[config.mk]
export PLATFORM = sky130hd
export DESIGN_NAME = lampdac_smb_slave
export DESIGN_NICKNAME = d
export VERILOG_FILES = /design/src/rtl/lampdac_smb_pkg.sv /design/src/rtl/smb_line_filter.sv /design/src/rtl/smb_bus_events.sv /design/src/rtl/smb_write_fsm.sv /design/src/rtl/lampdac_smb_slave.sv
export SDC_FILE = /design/constraint.sdc
export NUM_CORES = 1
export LEC_CHECK = 0
export ABC_AREA = 0
export BUFFER_PORTS_ARGS = -buffer_cell sky130_fd_sc_hd__buf_2
export CORE_ASPECT_RATIO = 2
export CORE_MARGIN = 3
export CORE_UTILIZATION = 51
export CTS_BUF_LIST = sky130_fd_sc_hd__clkbuf_16
export DETAILED_ROUTE_END_ITERATION = 16
export PLACE_DENSITY = 0.73
export RECOVER_POWER = 50
export SETUP_SLACK_MARGIN = 0.15
export SLEW_MARGIN = 40
export SYNTH_ARGS = -nofsm -noshare
export SYNTH_HDL_FRONTEND = slang
export SYNTH_SLANG_ARGS = --single-unit
[constraint.sdc]
create_clock -name clk -period 1.33 [get_ports clk]
set_input_delay 0 -clock clk [delete_from_list [all_inputs] [get_ports clk]]
set_output_delay 0 -clock clk [all_outputs]
set_load 0.005 [all_outputs]
[src/rtl/lampdac_smb_pkg.sv]
package lampdac_smb_pkg;

    localparam int BYTE_W = 8;
    localparam logic [4:0] ADDR_UPPER = 5'b01011;

    typedef enum logic [2:0] {
        ST_IDLE,
        ST_ADDR,
        ST_ACK_ADDR,
        ST_CMD,
        ST_ACK_CMD,
        ST_DATA,
        ST_ACK_DATA
    } fsm_state_t;

    typedef struct packed {
        logic start;
        logic stop;
        logic scl_rise;
        logic scl_fall;
        logic sda;
    } bus_ev_t;

    // Seven-bit slave address: fixed upper part, strap on the LSB.
    function automatic logic [6:0] own_addr(input logic strap);
        return {ADDR_UPPER, 1'b0, strap};
    endfunction

endpackage

[src/rtl/smb_line_filter.sv]
module smb_line_filter #(
    parameter int SYNC_STAGES = 2,
    parameter int FILT_LEN    = 3
) (
    input  logic clk,
    input  logic rst,
    input  logic raw_i,
    output logic clean_o
);
    logic [SYNC_STAGES-1:0] sync_q;
    logic [FILT_LEN-1:0]    hist_q;
    logic                   clean_q;

    always_ff @(posedge clk) begin
        if (rst) begin
            sync_q  <= '1;
            hist_q  <= '1;
            clean_q <= 1'b1;
        end else begin
            sync_q <= {sync_q[SYNC_STAGES-2:0], raw_i};
            hist_q <= {hist_q[FILT_LEN-2:0], sync_q[SYNC_STAGES-1]};
            // The output moves only when every stored sample agrees.
            if (&hist_q)
                clean_q <= 1'b1;
            else if (~|hist_q)
                clean_q <= 1'b0;
        end
    end

    assign clean_o = clean_q;
endmodule

[src/rtl/smb_bus_events.sv]
module smb_bus_events
    import lampdac_smb_pkg::*;
(
    input  logic    clk,
    input  logic    rst,
    input  logic    scl_i,
    input  logic    sda_i,
    output bus_ev_t ev_o
);
    logic scl_q, sda_q;

    always_ff @(posedge clk) begin
        if (rst) begin
            scl_q <= 1'b1;
            sda_q <= 1'b1;
        end else begin
            scl_q <= scl_i;
            sda_q <= sda_i;
        end
    end

    always_comb begin
        ev_o.start    = scl_q & scl_i & sda_q & ~sda_i;
        ev_o.stop     = scl_q & scl_i & ~sda_q & sda_i;
        ev_o.scl_rise = ~scl_q & scl_i;
        ev_o.scl_fall = scl_q & ~scl_i;
        ev_o.sda      = sda_i;
    end
endmodule

[src/rtl/smb_write_fsm.sv]
module smb_write_fsm
    import lampdac_smb_pkg::*;
#(
    parameter int CODE_W = 6
) (
    input  logic              clk,
    input  logic              rst,
    input  bus_ev_t           ev_i,
    input  logic              strap_i,
    output fsm_state_t        state_o,
    output logic              pull_o,
    output logic              shut_o,
    output logic [CODE_W-1:0] code_o
);
    localparam int CNT_W = $clog2(BYTE_W + 1);
    localparam logic [CNT_W-1:0] FULL_CNT = CNT_W'(BYTE_W);
    localparam logic [CODE_W-1:0] MID_CODE = CODE_W'(1) << (CODE_W - 1);

    fsm_state_t        state_q;
    logic [CNT_W-1:0]  cnt_q;
    logic [BYTE_W-1:0] shreg_q;
    logic              pull_q;
    logic              shut_q;
    logic [CODE_W-1:0] code_q;
    logic              in_byte;
    logic              addr_hit;

    assign in_byte  = (state_q == ST_ADDR) || (state_q == ST_CMD) || (state_q == ST_DATA);
    assign addr_hit = (shreg_q[BYTE_W-1:1] == own_addr(strap_i)) && !shreg_q[0];

    always_ff @(posedge clk) begin
        if (rst) begin
            state_q <= ST_IDLE;
            cnt_q   <= '0;
            shreg_q <= '0;
            pull_q  <= 1'b0;
            shut_q  <= 1'b0;
            code_q  <= strap_i ? MID_CODE : '0;
        end else if (ev_i.start) begin
            state_q <= ST_ADDR;
            cnt_q   <= '0;
            pull_q  <= 1'b0;
        end else if (ev_i.stop) begin
            state_q <= ST_IDLE;
            cnt_q   <= '0;
            pull_q  <= 1'b0;
        end else if (in_byte) begin
            if (ev_i.scl_rise && cnt_q != FULL_CNT) begin
                shreg_q <= {shreg_q[BYTE_W-2:0], ev_i.sda};
                cnt_q   <= cnt_q + 1'b1;
            end else if (ev_i.scl_fall && cnt_q == FULL_CNT) begin
                cnt_q <= '0;
                unique case (state_q)
                    ST_ADDR: begin
                        if (addr_hit) begin
                            state_q <= ST_ACK_ADDR;
                            pull_q  <= 1'b1;
                        end else begin
                            state_q <= ST_IDLE;
                        end
                    end
                    ST_CMD: begin
                        state_q <= ST_ACK_CMD;
                        pull_q  <= 1'b1;
                    end
                    default: begin
                        state_q <= ST_ACK_DATA;
                        pull_q  <= 1'b1;
                    end
                endcase
            end
        end else if (ev_i.scl_fall) begin
            unique case (state_q)
                ST_ACK_ADDR: begin
                    state_q <= ST_CMD;
                    pull_q  <= 1'b0;
                end
                ST_ACK_CMD: begin
                    state_q <= ST_DATA;
                    pull_q  <= 1'b0;
                    shut_q  <= shreg_q[BYTE_W-1];
                end
                ST_ACK_DATA: begin
                    state_q <= ST_IDLE;
                    pull_q  <= 1'b0;
                    code_q  <= shreg_q[BYTE_W-1 -: CODE_W];
                end
                default: state_q <= ST_IDLE;
            endcase
        end
    end

    assign state_o = state_q;
    assign pull_o  = pull_q;
    assign shut_o  = shut_q;
    assign code_o  = code_q;
endmodule

[src/rtl/lampdac_smb_slave.sv]
module lampdac_smb_slave
    import lampdac_smb_pkg::*;
#(
    parameter int CODE_W      = 6,
    parameter int SYNC_STAGES = 2,
    parameter int FILT_LEN    = 3
) (
    input  logic              clk,
    input  logic              rst,
    input  logic              scl_i,
    input  logic              sda_i,
    input  logic              strap_i,
    input  logic              suspend_n_i,
    output logic              sda_pull_o,
    output logic [CODE_W-1:0] dac_code_o,
    output logic              shut_bit_o,
    output logic              suspend_o,
    output logic              regoff_pull_o
);
    logic       scl_clean, sda_clean;
    bus_ev_t    bus_ev;
    fsm_state_t fsm_state;
    logic [SYNC_STAGES-1:0] sus_sync_q;
    logic       suspend_q;

    smb_line_filter #(.SYNC_STAGES(SYNC_STAGES), .FILT_LEN(FILT_LEN)) u_scl_filt (
        .clk(clk), .rst(rst), .raw_i(scl_i), .clean_o(scl_clean)
    );

    smb_line_filter #(.SYNC_STAGES(SYNC_STAGES), .FILT_LEN(FILT_LEN)) u_sda_filt (
        .clk(clk), .rst(rst), .raw_i(sda_i), .clean_o(sda_clean)
    );

    smb_bus_events u_events (
        .clk(clk), .rst(rst), .scl_i(scl_clean), .sda_i(sda_clean), .ev_o(bus_ev)
    );

    smb_write_fsm #(.CODE_W(CODE_W)) u_fsm (
        .clk(clk), .rst(rst), .ev_i(bus_ev), .strap_i(strap_i),
        .state_o(fsm_state), .pull_o(sda_pull_o),
        .shut_o(shut_bit_o), .code_o(dac_code_o)
    );

    always_ff @(posedge clk) begin
        if (rst) begin
            sus_sync_q <= '1;
            suspend_q  <= 1'b0;
        end else begin
            sus_sync_q <= {sus_sync_q[SYNC_STAGES-2:0], suspend_n_i};
            suspend_q  <= ~sus_sync_q[SYNC_STAGES-1] | shut_bit_o;
        end
    end

    assign suspend_o     = suspend_q;
    assign regoff_pull_o = suspend_q;
endmodule

* Word-level counts from Yosys, hierarchy flattened
Cells that the tools add are included.
** Storage, ports and cells
- Register bits :: 40
- Output and inout port bits :: 10
- Input bits :: 6
- Word-level logic and storage cells :: 103
** Operators by class
- Equal/unequal tests :: 17
- Reductions and logical operators :: 27
- Add/subtract/negate cells :: 1
- Bitwise logic cells :: 16
- Mux-type cells :: 25
** Operator list (number)
- 2-to-1 mux 6 bit :: 7
- AND reduction 5 bit :: 3
- 2-to-1 mux 3 bit :: 4
- != test 4 bit (second input constant) :: 3
- case mux 3 bit (2 select lines) :: 2
- AND reduction 3 bit :: 4
- OR reduction 3 bit :: 4
- != test 2 bit (second input constant) :: 5
- nonzero test 2 bit :: 5
- == test 3 bit (second input constant) :: 3
- 2-to-1 mux 1 bit :: 9
- 2-to-1 mux 4 bit :: 2
- NOT 1 bit :: 8
- AND 1 bit :: 7
- == test 7 x 6 -> 1 bit :: 1
- == test 3 x 2 -> 1 bit (second input constant) :: 2
- adder 4 x 1 -> 4 bit (second input constant) :: 1
- == test 4 bit (second input constant) :: 1
- AND reduction 4 bit :: 1
- nonzero test 4 bit :: 1
- OR reduction 2 bit :: 2
- == test 3 x 1 -> 1 bit (second input constant) :: 1
- logical AND 1 bit :: 3
- != test 3 bit (second input constant) :: 1
- 5 further kinds :: 6

* Logic depth before layout (Yosys ltp)
- Depth after elaboration :: 9
- Mapped depth :: 7

* Modules after synthesis
A second synthesis with hierarchy kept.
** Unflattened totals
- Cells, all modules :: 154
- Area, all modules :: 1609.0 µm²
** By module, submodules not included
- smb_write_fsm :: cells each 107, area each 1087.3 µm², seq. area each 520.5 µm², instances 1
- smb_line_filter :: cells each 15, area each 170.2 µm², seq. area each 120.1 µm², instances 2
- smb_bus_events :: cells each 9, area each 92.6 µm², seq. area each 40.0 µm², instances 1
- lampdac_smb_slave :: cells each 8, area each 88.8 µm², seq. area each 60.1 µm², instances 1

* Least setup slack after synthesis
Ideal clock, no wire load.
- Kind :: reg2reg
- Start point :: register u_fsm.cnt_q[0]
- End point :: register u_fsm.state_q[2] (netlist: u_fsm.state_o[2])
- Path buffers :: 0
- Clock period less this slack :: 1.436 ns
- Library setup time :: 0.070 ns
- Cell stages (with the launch flop) :: 7
- Slack :: -0.106 ns
- Arrival :: 1.366 ns
- Path through :: dfxtp_1 -> inv_1 -> ha_1 -> nand3b_4 -> a21o_1 -> or4_1 -> a21oi_1
** Between the ends
- Longest elaborated chain between the ends :: 4
- Elaborated cells between the ends (all ways) :: 7
- Classes of those cells :: 4 x eq/ne; 3 x reduce/logical
** RTL lines
- from (decl) :: line smb_write_fsm.sv:20 : logic [CNT_W-1:0] cnt_q;
- from (signal assigned) :: line smb_write_fsm.sv:50 : cnt_q <= cnt_q + 1'b1;
- != test 4 bit or == test 4 bit (tied branches) :: line smb_write_fsm.sv:48, smb_write_fsm.sv:51
- logical AND 1 bit (on tied branches) :: line smb_write_fsm.sv:48, smb_write_fsm.sv:51
- != test 2 bit (no line)
- AND reduction 3 bit (no line) (*)
- to (signal assigned) :: line smb_write_fsm.sv:44 : state_q <= ST_IDLE;
- to (signal assigned) :: line smb_write_fsm.sv:56 : state_q <= ST_ACK_ADDR;
- to (signal assigned) :: line smb_write_fsm.sv:59 : state_q <= ST_IDLE;
- to (decl) :: line smb_write_fsm.sv:19 : fsm_state_t state_q;
Every way passes the cells marked *; elsewhere a longest branch is shown, timed or not.
A chain may end at the register's enable or synchronous reset.

* Final worst setup path
Ends and elaborated chain as after synthesis.

==> results.txt <==
Syn nets = 162
First-pass GRT wire length = 5.49 mm
Pre-antenna DRT Iters = 4
Placed cells = 205
Hold Crit Depth = 2
Initial antenna violation count = 0
Total wire length = 3.46 mm
Layout cells sized above 1 = 47.7%
Setup ws final = -97.6 ps
Initial core utilization = 53.7%
CP top delay family = simple AND/OR/NAND/NOR gates
RSZ-0062 raised after global routing = true
CP max stage cell = or4_1
WP data required = 1550 ps
Asr flop ratio synth = 0%
Seq cells post-synth = 40
Die width = 45.8 um
Worst-Skew Late Latency = 280 ps
Drt drc = 0
Worst Setup End Kind = register
CTS max path bufs = 2
Cells along the critical path = inv_2 -> ha_4 -> nand3b_4 -> a21o_1 -> or4_1 -> a21oi_2
WHS Endpoint = u_fsm.code_o[5]
Total number of vias = 1236
Worst R2R Path Depth = 6
Yosys cell types = 42
Via density = 5.44
Layout area overhead = 38.5%
Warnings, synthesis = 0
Compound-Gate Fraction of Synth Area = 12.2%
Pleak = 0.000917 uW
CTS clk-pin slew, worst paths = 60 ps
Clock skew = 6.18 ps
Highest clock rate = 700 MHz
CTS Sinks = 40
Final Net Count = 204
Min Hold Slack = 64.6 ps
Post-Syn Instances = 154
GRT Overall Usage = 19.2%
Failing checks = setup timing
Final Total Pwr = 2660 uW
Ant. Diodes = 0
Max-cap viol count = 0
Bufs and invs on worst path = 1
Root buf cell = clkbuf_16
R2R Setup Slk = -100 ps
WP data arrival = 1650 ps
Sequential share of the synthesized area = 53.3%
Worst slew margin = 79.7%
Number of buffers created by CTS = 5
Ys flop type = dfxtp_1
Worst Hold Launch = strap_i
EDFF count, synth = 6
Minimum clock period = 1430 ps
Die Height = 85.6 um
I/O Pins = 16
CTS tree = yes
DR iter-0 viols = 23
Largest family of logic cells by synthesized area = simple AND/OR/NAND/NOR gates
WL/cell = 15.2 um
Tcrit/Tclk final = 107%
Largest net degree at the start of global routing = 25
Crit Path Max Fanout = 3
Post-Synth Adder-Cell Area = 1.55%
Startpoint Class = register
Number of cell rows = 28
Final Util = 74.3%
Simple-gate area share of the yosys netlist = 20.2%
Worst setup slack after placement = -101 ps
Area contributors post-synth = dfxtp_1 42%, edfxtp_1 11%, mux2i_1 5.6%
Synth area leader = dfxtp_1
CTS H-tree depth = 2
GPL Wtd Cong = 0.810
Worst hold path type = in2reg
Final setup vio count = 12
Final hold vios = 0
Peak VDD IR = 0.00119 V
Congestion Overflow GR = 0
Slew Limit Fails = 0
RR Endpoint = u_fsm.state_o[2]
Critical setup path kind = reg2reg
Top-area cell type share of the netlist area = 42.1%
Buffers added on ports = 15
Post-Synthesis Cell Area = 1620 sq um
Worst r2r src = u_fsm.cnt_q[0]
Area share of xor/xnor cells in the synthesized design = 2.17%
Max stage delay on crit path = 430 ps
Outcome = complete, but fails checks
Cell Pwr Density = 1190 nW/um^2
DP HPWL = 2.11 mm
Vias in the first global route = 1270
Core area = 3010 sq um
Mean Syn Cell Area = 10.5 sq um
Mux cell area share after synthesis = 6.27%
Antenna viol nets, final = 0
Die ar. = 3920 sq um
Fin cells = 227
Least-Margin Pin Slew = 303 ps
[worst reg2reg max path, cell delays in order, from the launching register on]
cell,delay (ps)
dfxtp_2,320
inv_2,70
ha_4,140
nand3b_4,90
a21o_1,190
or4_1,430
a21oi_2,130
[placed cells by master, fill, tap and decap left out, drive strengths merged, types with 2 or more instances in the layout]
cell type,instances
a21oi,6
a31o,2
buf,40
clkbuf,6
dfxtp,34
dlygate4sd3,3
edfxtp,6
ha,2
inv,5
mux2i,9
nand2,2
nand3,3
nor2,20
nor2b,7
nor3,2
o21a,3
o21ai,5
o21bai,2
or2,14
xor2,3
[cell type report]
| type | count | area (sq um) |
|---|---|---|
| sequential | 40 | 875 |
| multi-input combinational | 100 | 810 |
| fill | 217 | 774 |
| timing repair buffer | 44 | 330 |
| clock buffer | 5 | 125 |
| clock inverter | 3 | 42.5 |
| tap | 30 | 37.5 |
| inverter | 5 | 18.8 |
[cell usage after synthesis, drive strengths merged, types with 2 or more instances]
cell / number
ha: 2
or2: 14
edfxtp: 6
a21oi: 6
nor2: 20
xor2: 3
clkbuf: 4
inv: 5
nand3: 3
o21ai: 5
a31o: 2
o21a: 3
dfxtp: 34
buf: 5
mux2i: 9
nand2: 2
o21bai: 2
nor3: 2
nor2b: 7
[per-stage QoR]
step,TNS (ps),area (sq um)
floorplan,-22.0,1660
finish,-465,2240
detailed placement,-187,1830
CTS,-252,2180
global placement,-39.9,1830
global route,-1320,2240
[state kept, by name (all words and copies together), names as in the netlist, 3 cells and up]
name / count
u_fsm.cnt_q: 4
u_sda_filt.hist_q: 3
u_fsm.shreg_q: 8
u_fsm.code_o: 6
u_scl_filt.hist_q: 3
u_fsm.state_o: 3
[cells by family after synthesis]
logic type	count (synthesis)
simple gates	57
compound gates	27
mux	10
buf+inv	14
xor+xnor	4
fa+ha+maj	2
flops	40
[worst max path at each step]
| stage | from | endpoint | slack, ps | cells past startpoint |
|---|---|---|---|---|
| floorplan | u_fsm.cnt_q[0] | u_fsm.state_o[2] | -20 | 6 |
| global placement | u_fsm.cnt_q[1] | u_fsm.state_o[2] | -40 | 6 |
| detailed placement | u_fsm.cnt_q[0] | u_fsm.state_o[2] | -100 | 6 |
| CTS | u_fsm.cnt_q[1] | u_fsm.state_o[2] | -80 | 6 |
| global route | u_fsm.cnt_q[0] | u_fsm.state_o[2] | -150 | 6 |
| finish | u_fsm.cnt_q[0] | u_fsm.state_o[2] | -100 | 6 |
[report_power, final]
group          internal [uW]  switching, uW  total [uW]  leakage [uW]
combinational           36.3           37.6        73.9      0.000498
clock                    880            456        1340     0.0000798
sequential              1240           5.15        1250      0.000339
[layer usage]
metal | vias to the layer above | share of wire (%) | global-route usage, %
met1 | 579 | 37 | 18.3
li1 | 614 | - | -
met3 | 12 | 3.9 | 5.88
met5 | - | 0 | 0
met2 | 31 | 56 | 33.8
met4 | 0 | 3.4 | 10.9
[timing repair]
| action | in CTS | in global routing |
|---|---|---|
| setup endpoints to repair | 22 | 23 |
| endpoints found under the hold margin | 3 | 0 |
| pin swaps | 10 | 8 |
| buffers inserted | 8 | 3 |
| resized for setup | 23 | 9 |
| hold buffers | 3 | 0 |
(Power assumes the default switching activity.)
